--- config.mk ---
export PLATFORM = sky130hd
export DESIGN_NAME = cfg_io_port
export DESIGN_NICKNAME = d
export VERILOG_FILES = /design/src/rtl/gpio_port_pkg.sv /design/src/rtl/port_regs.sv /design/src/rtl/pad_decode.sv /design/src/rtl/pin_sync.sv /design/src/rtl/cfg_io_port.sv
export SDC_FILE = /design/constraint.sdc
export NUM_CORES = 1
export LEC_CHECK = 0
export BUFFER_PORTS_ARGS = -buffer_cell sky130_fd_sc_hd__buf_2
export CAP_MARGIN = 40
export CORE_ASPECT_RATIO = 1.75
export CORE_MARGIN = 1.5
export CORE_UTILIZATION = 35
export DETAILED_ROUTE_END_ITERATION = 8
export MAX_ROUTING_LAYER = met4
export PLACE_DENSITY = 0.73
export SLEW_MARGIN = 20
export SYNTH_ARGS = -nofsm -noshare
export SYNTH_HDL_FRONTEND = slang
export SYNTH_SLANG_ARGS = --single-unit
--- constraint.sdc ---
create_clock -name clk -period 1 [get_ports clk]
set_clock_uncertainty 0.15 [all_clocks]
set_input_delay 0.05 -clock clk [delete_from_list [all_inputs] [get_ports clk]]
set_output_delay 0.05 -clock clk [all_outputs]
set_load 0.05 [all_outputs]
--- src/rtl/gpio_port_pkg.sv ---
// Shared types for the configurable I/O port: register select codes,
// pin mode codes and the per-pin pad control bundle.
package gpio_port_pkg;

    typedef enum logic [1:0] {
        SEL_CFG  = 2'd0,
        SEL_DAT  = 2'd1,
        SEL_PIN  = 2'd2,
        SEL_NONE = 2'd3
    } port_sel_e;

    // {config bit, data bit}
    typedef enum logic [1:0] {
        MODE_FLOAT  = 2'b00,
        MODE_PULLUP = 2'b01,
        MODE_DRIVE0 = 2'b10,
        MODE_DRIVE1 = 2'b11
    } pin_mode_e;

    typedef struct packed {
        logic oe;
        logic val;
        logic pu;
    } pad_ctl_t;

    // Translate one pin's mode code into its pad controls.
    function automatic pad_ctl_t mode_to_pad(input pin_mode_e m);
        pad_ctl_t p;
        p = '0;
        case (m)
            MODE_FLOAT:  p = '{oe: 1'b0, val: 1'b0, pu: 1'b0};
            MODE_PULLUP: p = '{oe: 1'b0, val: 1'b0, pu: 1'b1};
            MODE_DRIVE0: p = '{oe: 1'b1, val: 1'b0, pu: 1'b0};
            MODE_DRIVE1: p = '{oe: 1'b1, val: 1'b1, pu: 1'b0};
            default:     p = '0;
        endcase
        return p;
    endfunction

endpackage

--- src/rtl/port_regs.sv ---
// Configuration and data registers of one port, plus the write-triggered
// power-mode strobes of the control variant.
// Assumes: synchronous active-low reset; one write per cycle at most.
module port_regs
    import gpio_port_pkg::*;
#(
    parameter int WIDTH     = 8,
    parameter bit CTRL_PORT = 1'b0,
    parameter int HALT_BIT  = WIDTH - 1,
    parameter int IDLE_BIT  = WIDTH - 2
) (
    input  logic             clk,
    input  logic             rst_n,
    input  logic             wr_en,
    input  logic [1:0]       addr,
    input  logic [WIDTH-1:0] wdata,
    output logic [WIDTH-1:0] cfg_q,
    output logic [WIDTH-1:0] dat_q,
    output logic             halt_req,
    output logic             idle_req
);

    logic wr_cfg;
    logic wr_dat;

    // Decode which register a write targets.
    always_comb begin
        wr_cfg = wr_en && (port_sel_e'(addr) == SEL_CFG);
        wr_dat = wr_en && (port_sel_e'(addr) == SEL_DAT);
    end

    // Configuration register: every bit stored.
    always_ff @(posedge clk) begin
        if (!rst_n)      cfg_q <= '0;
        else if (wr_cfg) cfg_q <= wdata;
    end

    // Data register: strobe bits of the control variant hold no state.
    for (genvar i = 0; i < WIDTH; i++) begin : g_dat
        if (CTRL_PORT && (i == HALT_BIT || i == IDLE_BIT)) begin : g_strobe_bit
            assign dat_q[i] = 1'b0;
        end else begin : g_store_bit
            logic bit_q;
            // Hold one stored data bit.
            always_ff @(posedge clk) begin
                if (!rst_n)      bit_q <= 1'b0;
                else if (wr_dat) bit_q <= wdata[i];
            end
            assign dat_q[i] = bit_q;
        end
    end

    if (CTRL_PORT) begin : g_strobes
        // Turn a data write with a strobe bit set into a one-cycle request.
        always_ff @(posedge clk) begin
            if (!rst_n) begin
                halt_req <= 1'b0;
                idle_req <= 1'b0;
            end else begin
                halt_req <= wr_dat && wdata[HALT_BIT];
                idle_req <= wr_dat && wdata[IDLE_BIT];
            end
        end


        halt_src_chk: assert property (@(posedge clk) disable iff (!rst_n)
            ($past(rst_n) && halt_req) |->
                $past(wr_en && addr == 2'd1 && wdata[HALT_BIT]));


        idle_src_chk: assert property (@(posedge clk) disable iff (!rst_n)
            ($past(rst_n) && idle_req) |->
                $past(wr_en && addr == 2'd1 && wdata[IDLE_BIT]));
    end else begin : g_no_strobes
        assign halt_req = 1'b0;
        assign idle_req = 1'b0;
    end


    ro_write_chk: assert property (@(posedge clk) disable iff (!rst_n)
        (wr_en && addr[1]) |=> ($stable(cfg_q) && $stable(dat_q)));

endmodule

--- src/rtl/pad_decode.sv ---
// Per-pin mode decoder: maps {config, data} to output enable, output value
// and pull-up enable. In the control variant the two reserved top pins
// are held as plain floating inputs.
module pad_decode
    import gpio_port_pkg::*;
#(
    parameter int WIDTH     = 8,
    parameter bit CTRL_PORT = 1'b0,
    parameter int RSV_LO    = WIDTH - 2
) (
    input  logic             clk,
    input  logic             rst_n,
    input  logic [WIDTH-1:0] cfg_q,
    input  logic [WIDTH-1:0] dat_q,
    output logic [WIDTH-1:0] pad_oe,
    output logic [WIDTH-1:0] pad_out,
    output logic [WIDTH-1:0] pad_pu
);

    for (genvar i = 0; i < WIDTH; i++) begin : g_pin
        if (CTRL_PORT && i >= RSV_LO) begin : g_reserved
            assign pad_oe[i]  = 1'b0;
            assign pad_out[i] = 1'b0;
            assign pad_pu[i]  = 1'b0;
        end else begin : g_general
            pad_ctl_t ctl;
            // Decode this pin's mode code.
            always_comb ctl = mode_to_pad(pin_mode_e'({cfg_q[i], dat_q[i]}));
            assign pad_oe[i]  = ctl.oe;
            assign pad_out[i] = ctl.val;
            assign pad_pu[i]  = ctl.pu;
        end
    end


    pull_drive_excl_chk: assert property (@(posedge clk) disable iff (!rst_n)
        (pad_oe & pad_pu) == '0);

endmodule

--- src/rtl/pin_sync.sv ---
// Multi-stage synchronizer carrying the asynchronous pad levels into the
// clock domain before they reach the pin register.
// Assumes: STAGES >= 1; inputs may change at any time.
module pin_sync #(
    parameter int WIDTH  = 8,
    parameter int STAGES = 2
) (
    input  logic             clk,
    input  logic             rst_n,
    input  logic [WIDTH-1:0] pin_in,
    output logic [WIDTH-1:0] pin_q
);

    logic [WIDTH-1:0] stage_q [STAGES];

    // Shift the pad levels through the synchronizer chain.
    always_ff @(posedge clk) begin
        if (!rst_n) begin
            for (int s = 0; s < STAGES; s++) stage_q[s] <= '0;
        end else begin
            stage_q[0] <= pin_in;
            for (int s = 1; s < STAGES; s++) stage_q[s] <= stage_q[s-1];
        end
    end

    assign pin_q = stage_q[STAGES-1];

endmodule

--- src/rtl/cfg_io_port.sv ---
// Top of the configurable I/O port: register file, pad mode decoding,
// input synchronizer and the read multiplexer.
// Assumes: synchronous active-low reset; WIDTH >= 3 when CTRL_PORT is set.
module cfg_io_port
    import gpio_port_pkg::*;
#(
    parameter int WIDTH       = 8,
    parameter int SYNC_STAGES = 2,
    parameter bit CTRL_PORT   = 1'b1
) (
    input  logic             clk,
    input  logic             rst_n,
    input  logic             wr_en,
    input  logic [1:0]       addr,
    input  logic [WIDTH-1:0] wdata,
    output logic [WIDTH-1:0] rdata,
    input  logic [WIDTH-1:0] pin_in,
    output logic [WIDTH-1:0] pad_oe,
    output logic [WIDTH-1:0] pad_out,
    output logic [WIDTH-1:0] pad_pu,
    output logic             halt_req,
    output logic             idle_req,
    output logic             alt_clk_phase,
    output logic             start_delay_en
);

    localparam int HALT_BIT = WIDTH - 1;
    localparam int IDLE_BIT = WIDTH - 2;

    logic [WIDTH-1:0] cfg_q;
    logic [WIDTH-1:0] dat_q;
    logic [WIDTH-1:0] pin_q;

    port_regs #(
        .WIDTH(WIDTH), .CTRL_PORT(CTRL_PORT),
        .HALT_BIT(HALT_BIT), .IDLE_BIT(IDLE_BIT)
    ) u_regs (
        .clk(clk), .rst_n(rst_n), .wr_en(wr_en), .addr(addr), .wdata(wdata),
        .cfg_q(cfg_q), .dat_q(dat_q), .halt_req(halt_req), .idle_req(idle_req)
    );

    pad_decode #(
        .WIDTH(WIDTH), .CTRL_PORT(CTRL_PORT), .RSV_LO(IDLE_BIT)
    ) u_decode (
        .clk(clk), .rst_n(rst_n), .cfg_q(cfg_q), .dat_q(dat_q),
        .pad_oe(pad_oe), .pad_out(pad_out), .pad_pu(pad_pu)
    );

    pin_sync #(
        .WIDTH(WIDTH), .STAGES(SYNC_STAGES)
    ) u_sync (
        .clk(clk), .rst_n(rst_n), .pin_in(pin_in), .pin_q(pin_q)
    );

    // Route the control bits of the configuration register.
    if (CTRL_PORT) begin : g_ctrl_out
        assign alt_clk_phase  = cfg_q[IDLE_BIT];
        assign start_delay_en = cfg_q[HALT_BIT];
    end else begin : g_no_ctrl_out
        assign alt_clk_phase  = 1'b0;
        assign start_delay_en = 1'b0;
    end

    // Select the register seen on the read port.
    always_comb begin
        case (port_sel_e'(addr))
            SEL_CFG: rdata = cfg_q;
            SEL_DAT: rdata = dat_q;
            SEL_PIN: rdata = pin_q;
            default: rdata = '0;
        endcase
    end

    if (SYNC_STAGES == 2) begin : g_sync_chk

        pin_latency_chk: assert property (@(posedge clk) disable iff (!rst_n)
            ($past(rst_n) && $past(rst_n, 2)) |-> (pin_q == $past(pin_in, 2)));
    end

endmodule

==> metrics, run 1 <==
status complete, but fails checks; failing checks setup timing; Synth Instances 139; GRT Residual Overflow 0; design area 0.00260 mm^2; via count 1186; Clock Path Buffers 2; Initial Util 36.8%; PwrDens 1170 mW/mm^2; pre-CTS setup slack -178 ps; HPWL Detailed 2040 um; FP Rows 29; final hold violations 0; Final Setup Violations 28; largest net degree at the start of global routing 41; placed cell area 0.00190 mm^2; max-slew violations 0; Die ar. 0.00425 mm^2; Period minus WS final 1270 ps; PortBufs 50; total power 3.06 mW; Root Buffer clkbuf_8; DR vias/cell 4.53; Max-Cap Viols 0; Synth Cell Area 0.00135 mm^2; CP required 800 ps; WL per Instance 13.4 um; DRT iter0 DRCs 36; Synth cell types 16; critical path's largest stage delay 370 ps; CP cell instances buf_6 -> and2_4 -> buf_8; # nets final 236; vias in the first global route 1120; initial antenna violation count 0; CP Data Arrival Time 1070 ps; total track usage 17.7%; final worst path period share 127%; CTS H-tree lvls 2; Routed WL 3520 um; TritonCTS clock tree built; num ports 57; Crit Path Category reg2out; startpoint class of the critical path flop; Die H 85.2 um; critical path endpoint category output port; dominant cell type by area after synthesis dfxtp_1; routability congestion estimate from global placement 0.716; LEAKAGE 1.11 nW; clk sinks 32; Core Area 0.00366 mm^2; Max FO, Critical Path 4; layout cells sized above 1 54.6%; first-pass GRT wire length 5350 um; FF+latch count, synth 32; commonest non-fill, non-tap cell in the layout buf_6; fin cells 262; Synth top area share 47.5%; commonest non-fill, non-tap cells in the layout 23 x buf_6, 22 x nand2_1, 20 x buf_2, 18 x dfxtp_1; largest cells by area after synthesis dfxtp_1 47%, mux2i_1 16%, and2_1 10%, nand2_1 6.1%, o2bb2ai_1 3.9%; post-synthesis sequential area ratio 47.5%; HP Class in2reg; IR drop worst, VDD 0.00126 V; Fmax 0.788 GHz; final hold slack 57.3 ps; RSZ-0062 raised after global routing yes; Antenna Cells 0; Worst-Skew Late Latency 280 ps; PnR worst setup slack -268 ps; synthesis warning total 0; cell family with most CP delay flip-flops; Detailed Routing Iterations Pass 1 4; drt drc 0; clock-pin transition on the worst setup and hold timing paths 60 ps; Fill cells 264; die width 50.0 um; Buf/Inv on CP 2; Synth Area per Inst 9.71 um^2; CP max-delay cell dfxtp_4; area grow syn2layout 92.9%; ANT nets after route 0; TritonCTS Buffers 5; placed cells 236
## kinds of logic (layout without fill, tap and decap cells)
| family | after synthesis | after routing | share of synthesized area, % |
|---|---|---|---|
| other | 1 | 6 | 0.278 |
| AND/OR/NAND/NOR | 58 | 58 | 23.4 |
| AO/OA/AOI/OAI | 6 | 6 | 3.89 |
| flip-flops | 32 | 32 | 47.5 |
| buffers and inverters | 20 | 92 | 8.71 |
| multiplexers | 22 | 22 | 16.3 |
## routing by layer
metal | track usage (%) | part of all wire [%] | wire [um] | vias up
li1 | - | - | - | 593
met1 | 18.3 | 38 | 1340 | 553
met2 | 30.3 | 57 | 2000 | 35
met3 | 4.40 | 3.5 | 124 | 5
met4 | 9.34 | 1.6 | 55 | 0
met5 | - | 0 | 0 | -
## cell usage after synthesis
cell / count
and3b_1: 1
or3b_1: 1
nor2_1: 2
nand2_1: 22
and2_1: 22
mux2i_1: 22
conb_1: 1
buf_2: 4
nor2b_2: 1
clkbuf_1: 8
dfxtp_1: 32
buf_4: 6
and4_1: 2
o2bb2ai_1: 6
buf_6: 2
nor2b_1: 7
## where the power goes
group / switching, mW / total, mW / internal [mW]
sequential: 0.0465 / 1.35 / 1.31
clock: 0.436 / 1.06 / 0.627
combinational: 0.341 / 0.643 / 0.301
## sequential cells by signal, indices dropped and copies added, names as in the netlist
name / cells
u_sync.stage_q: 16
u_regs.g_dat.g_store_bit.bit_q: 6
u_regs.idle_req: 1
u_regs.cfg_q: 8
u_regs.halt_req: 1
## worst paths after layout
path	start	endpoint	slack [ps]	cells past startpoint
setup reg to reg	u_regs.cfg_q[1]	u_regs.cfg_q[1]	110	3
hold reg to reg	u_sync.stage_q[0][5]	u_sync.stage_q[0][13]	280	1
hold / removal	rst_n	u_regs.cfg_q[7]	60	4
setup / recovery	u_regs.cfg_q[1]	pad_out[1]	-270	3
## through the flow
stage	util [%]	setup TNS [ps]
floorplan	-	-449
global placement	51.9	-3010
detailed placement	51.9	-3240
CTS	67.5	-5040
global route	71.0	-5860
finish	71.0	-5070
## layout make-up
type | count | area [um^2] | area share, %
well taps | 46 | 57.6 | 2.21
repair buffers | 84 | 852 | 32.7
clock buffers | 8 | 100 | 3.84
multi-input cells | 92 | 903 | 34.7
flip-flops and latches | 32 | 691 | 26.5
## worst reg2reg max path, delay by kind of cell (launching register included)
| family | cells | cell delay, ps |
|---|---|---|
| muxes | 1 | 130 |
| DFF | 1 | 370 |
| buffers and inverters | 1 | 120 |
| and+or+nand+nor | 1 | 50 |
## repair_timing
| action | 4_1_cts | 5_1_grt |
|---|---|---|
| hold buffers | 16 | 0 |
| setup buffers | 0 | 3 |
| resized for setup | 101 | 26 |
| hold endpoints to repair | 24 | 0 |
| gates cloned | 0 | 0 |
| endpoints found under the setup margin | 30 | 30 |
| pin swaps | 2 | 1 |
No activity file was read; power rests on OpenSTA's default activity.
==> inputs of run 2 (changes only) <==
Settings changed: CORE_MARGIN 1.5 to 3.
==> run 2 against run 1 <==
The run still ends with setup timing left. Utilization up 2.3 points. Wire length is 6.8% higher. Sequential power about the same. Register-to-register slack worse by 60 ps. Final area increased by 3.2%. Setup slack improved by 18 ps. Combinational power increased by 3.7%. Critical path type unchanged. Largest cell class is now buffers.
==> metrics, run 2 (synthesized netlist as in run 1, its figures left out) <==
LEAKAGE 1.16 nW; Fill cells 221; largest net degree at the start of global routing 41; total track usage 17.5%; via count 1219; design area 0.00269 mm^2; DR vias/cell 4.57; IR drop worst, VDD 0.00109 V; die width 53.0 um; CP Data Arrival Time 1050 ps; Fmax 0.799 GHz; Max FO, Critical Path 4; Root Buffer clkbuf_8; Max-Cap Viols 0; # nets final 241; clk sinks 32; Detailed Routing Iterations Pass 1 4; PortBufs 50; commonest non-fill, non-tap cells in the layout 22 x buf_6, 21 x nand2_1, 20 x buf_2, 19 x buf_8, 17 x and2_1; final worst path period share 125%; area grow syn2layout 99.0%; layout cells sized above 1 57.9%; Buf/Inv on CP 1; CP max-delay cell dfxtp_4; TritonCTS Buffers 5; Antenna Cells 0; PwrDens 1240 mW/mm^2; setup TNS -4650 ps; DRT iter0 DRCs 14; startpoint class of the critical path flop; Period minus WS final 1250 ps; routability congestion estimate from global placement 0.716; Die ar. 0.00467 mm^2; total power 3.33 mW; largest registers u_sync.stage_q: 16 flops, u_regs.cfg_q: 8 flops, u_regs.g_dat.g_store_bit.bit_q: 6 flops; Routed WL 3760 um; PnR worst setup slack -251 ps; pre-CTS setup slack -207 ps; ANT nets after route 0; critical path endpoint category output port; CP cell instances mux2i_4 -> o2bb2ai_4 -> buf_8; final hold violations 0; HP Class in2reg; max-slew violations 0; status complete, but fails checks; drt drc 0; FP Rows 29; num ports 57; critical path's largest stage delay 360 ps; TritonCTS clock tree built; Clock Path Buffers 2; Die H 88.2 um; first-pass GRT wire length 5780 um; Initial Util 36.8%; CP required 800 ps; initial antenna violation count 0; cell family with most CP delay flip-flops; Worst-Skew Late Latency 270 ps; clock-pin transition on the worst setup and hold timing paths 70 ps; CTS H-tree lvls 2; commonest non-fill, non-tap cell in the layout buf_6; GRT Residual Overflow 0; Final Setup Violations 28; placed cell area 0.00193 mm^2; vias in the first global route 1230; most flop-heavy register u_sync.stage_q; Core Area 0.00366 mm^2; HPWL Detailed 2230 um; WL per Instance 14.1 um; Largest register FFs 16; Crit Path Category reg2out; failing checks setup timing; RSZ-0062 raised after global routing yes
## run 2: cell type report
class / instances / area [um^2] / area share [%]
clock buffers: 7 / 96.3 / 3.59
clock inverters: 1 / 30.0 / 1.12
multi-input cells: 92 / 903 / 33.6
flip-flops and latches: 32 / 691 / 25.7
well taps: 46 / 57.6 / 2.14
repair buffers: 89 / 908 / 33.8
## run 2: layer usage
| layer | global-route usage [%] | part of all wire (%) | up-vias |
|---|---|---|---|
| li1 | - | - | 603 |
| met1 | 18.7 | 36 | 578 |
| met2 | 30.4 | 59 | 34 |
| met3 | 4.94 | 3.9 | 4 |
| met4 | 5.35 | 0.74 | 0 |
| met5 | - | 0 | - |
## run 2: stage by stage
step                utilization (%)  cells  hold slack, ps
floorplan                         -    144            27.3
global placement               52.7    240             109
detailed placement             52.7    240             109
CTS                            70.1    264            59.2
global route                   73.3    267            85.9
finish                         73.3    267            71.7
## run 2: final timing paths
| path | to | from | cells past startpoint | slack, ps |
|---|---|---|---|---|
| max | rdata[1] | u_regs.cfg_q[1] | 3 | -250 |
| min | u_regs.cfg_q[7] | rst_n | 4 | 70 |
| max reg2reg | u_regs.cfg_q[7] | u_regs.cfg_q[7] | 4 | 50 |
| min reg2reg | u_sync.stage_q[0][11] | u_sync.stage_q[0][3] | 1 | 280 |
## run 2: report_power, final
part	leakage (nW)	switching [mW]	total [mW]	internal (mW)
registers	0.274	0.0468	1.36	1.31
clock network	0.0645	0.432	1.31	0.878
logic	0.817	0.350	0.667	0.316
## run 2: worst min-delay path, stage by stage
cell     delay (ps)
buf_2           110
buf_12          160
nand2_1          80
mux2i_1          50
## run 2: repair_timing
item,in CTS,in global routing
setup buffers,1,3
endpoints found under the setup margin,30,31
pin swaps,4,3
hold endpoints to repair,24,0
gates resized for setup,110,24
hold buffers,16,0
==> inputs of run 3 (changes only) <==
Settings changed: PLACE_DENSITY 0.73 to 0.65.
==> run 3 against run 2 <==
Largest power group unchanged. Worst hold slack got worse by 10 ps. Largest cell class is now multi-input combinational cells. Critical path type unchanged. Global-route usage shrank 0.60 points. Non-clock buffer count down 3. Sequential power about the same. The flow still finishes with violations (setup timing).
==> metrics, run 3 (synthesized netlist as in run 1, its figures left out) <==
status complete, but fails checks; failing checks setup timing; area grow syn2layout 91.6%; CTS H-tree lvls 2; design area 0.00259 mm^2; Routed WL 3620 um; num ports 57; FF-to-FF End u_regs.cfg_q[6]; Detailed Routing Iterations Pass 1 4; IR drop worst, VDD 0.00120 V; Critical R2R Launch u_regs.cfg_q[6]; Clock Path Buffers 2; ANT nets after route 0; final worst path period share 125%; commonest non-fill, non-tap cells in the layout 22 x nand2_1, 21 x buf_2, 17 x and2_1, 17 x buf_6; CP Data Arrival Time 1050 ps; RSZ-0062 raised after global routing yes; via count 1202; total track usage 16.9%; DRT iter0 DRCs 17; startpoint class of the critical path flop; final hold violations 0; FP Rows 29; Fill cells 280; Worst Setup SP u_regs.cfg_q[2]; fin cells 263; placed cells 237; vias in the first global route 1216; Initial Util 36.8%; clk sinks 32; HP Class in2reg; reg2reg setup slack 20 ps; Crit Path Category reg2out; Antenna Cells 0; Reg2Reg Depth 4; final hold slack 61.7 ps; first-pass GRT wire length 5550 um; initial antenna violation count 0; critical path's largest stage delay 360 ps; DR vias/cell 4.57; die width 53.0 um; commonest non-fill, non-tap cell in the layout nand2_1; Core Area 0.00366 mm^2; largest net degree at the start of global routing 41; largest registers u_sync.stage_q: 16 flops, u_regs.cfg_q: 8 flops, u_regs.g_dat.g_store_bit.bit_q: 6 flops; Root Buffer clkbuf_8; PortBufs 50; WL per Instance 13.8 um; Period minus WS final 1250 ps; layout cells sized above 1 56.7%; Worst-Skew Late Latency 270 ps; max-slew violations 0; GRT Residual Overflow 0; # nets final 238; Max-Cap Viols 0; CP max-delay cell dfxtp_4; HPWL Detailed 2410 um; pre-CTS setup slack -200 ps; PnR worst setup slack -252 ps; LEAKAGE 1.12 nW; routability congestion estimate from global placement 0.756; critical path endpoint category output port; TritonCTS clock tree built; end point of the critical path rdata[2]; TritonCTS Buffers 5; drt drc 0; Max FO, Critical Path 4; Die ar. 0.00467 mm^2; Final Setup Violations 28; most flop-heavy register u_sync.stage_q; clock-pin transition on the worst setup and hold timing paths 70 ps; Fmax 0.798 GHz; Die H 88.2 um; CP cell instances mux2i_4 -> o2bb2ai_4 -> buf_6; CP required 800 ps; placed cell area 0.00192 mm^2; PwrDens 1180 mW/mm^2; Largest register FFs 16
==> run 3: layout make-up <==
class                           count  area, um^2  area share [%]
Multi-Input combinational cell     92         892            34.5
Timing Repair Buffer               86         855            33.0
Sequential cell                    32         686            26.5
Clock buffer                        7        96.3            3.73
Tap cell                           46        57.6            2.23
==> run 3: repair_timing <==
item	in CTS	in global routing
pin swaps	2	1
cloned	0	0
buffers inserted	0	3
hold endpoints to repair	24	0
setup endpoints to repair	30	28
gates resized for setup	100	18
hold buffers	16	0
==> run 3: routing by layer <==
metal / vias up / global-route usage, % / routed length [um]
li1: 592 / - / -
met1: 569 / 17.8 / 1250
met2: 35 / 29.0 / 2130
met3: 6 / 4.26 / 173
met4: 0 / 7.44 / 72
met5: - / - / 0
==> run 3: worst max-delay path, delay by kind of cell (launching register included) <==
| family | cells | cell delay (ps) |
|---|---|---|
| muxes | 1 | 180 |
| buffers and inverters | 1 | 150 |
| DFF | 1 | 360 |
| AOI/OAI and AO/OA | 1 | 80 |
==> run 3: where the power goes <==
group / leakage [nW] / switching (mW) / internal, mW
Combinational: 0.793 / 0.345 / 0.304
Sequential: 0.273 / 0.0440 / 1.31
Clock: 0.0503 / 0.444 / 0.612
==> run 3: metrics by stage <==
| step | setup TNS [ps] | power [mW] | util (%) |
|---|---|---|---|
| after floorplan | -449 | 1.76 | - |
| after global placement | -2720 | 1.87 | 52.5 |
| after detailed placement | -3460 | 1.88 | 52.5 |
| after CTS | -4950 | 3.07 | 67.9 |
| after global routing | -5820 | 3.20 | 70.6 |
| final | -4930 | 3.06 | 70.6 |
==> run 3: worst min-delay path by stage <==
stage / from / end / slack (ps) / cells after the start
final: rst_n / u_regs.g_dat[4].g_store_bit.bit_q / 60 / 4
after global routing: rst_n / u_regs.g_dat[4].g_store_bit.bit_q / 80 / 4
after detailed placement: pin_in[6] / u_sync.stage_q[0][6] / 110 / 2
after global placement: pin_in[1] / u_sync.stage_q[0][1] / 110 / 2
after floorplan: pin_in[0] / u_sync.stage_q[0][0] / 30 / 1
after CTS: rst_n / u_regs.g_dat[4].g_store_bit.bit_q / 50 / 4
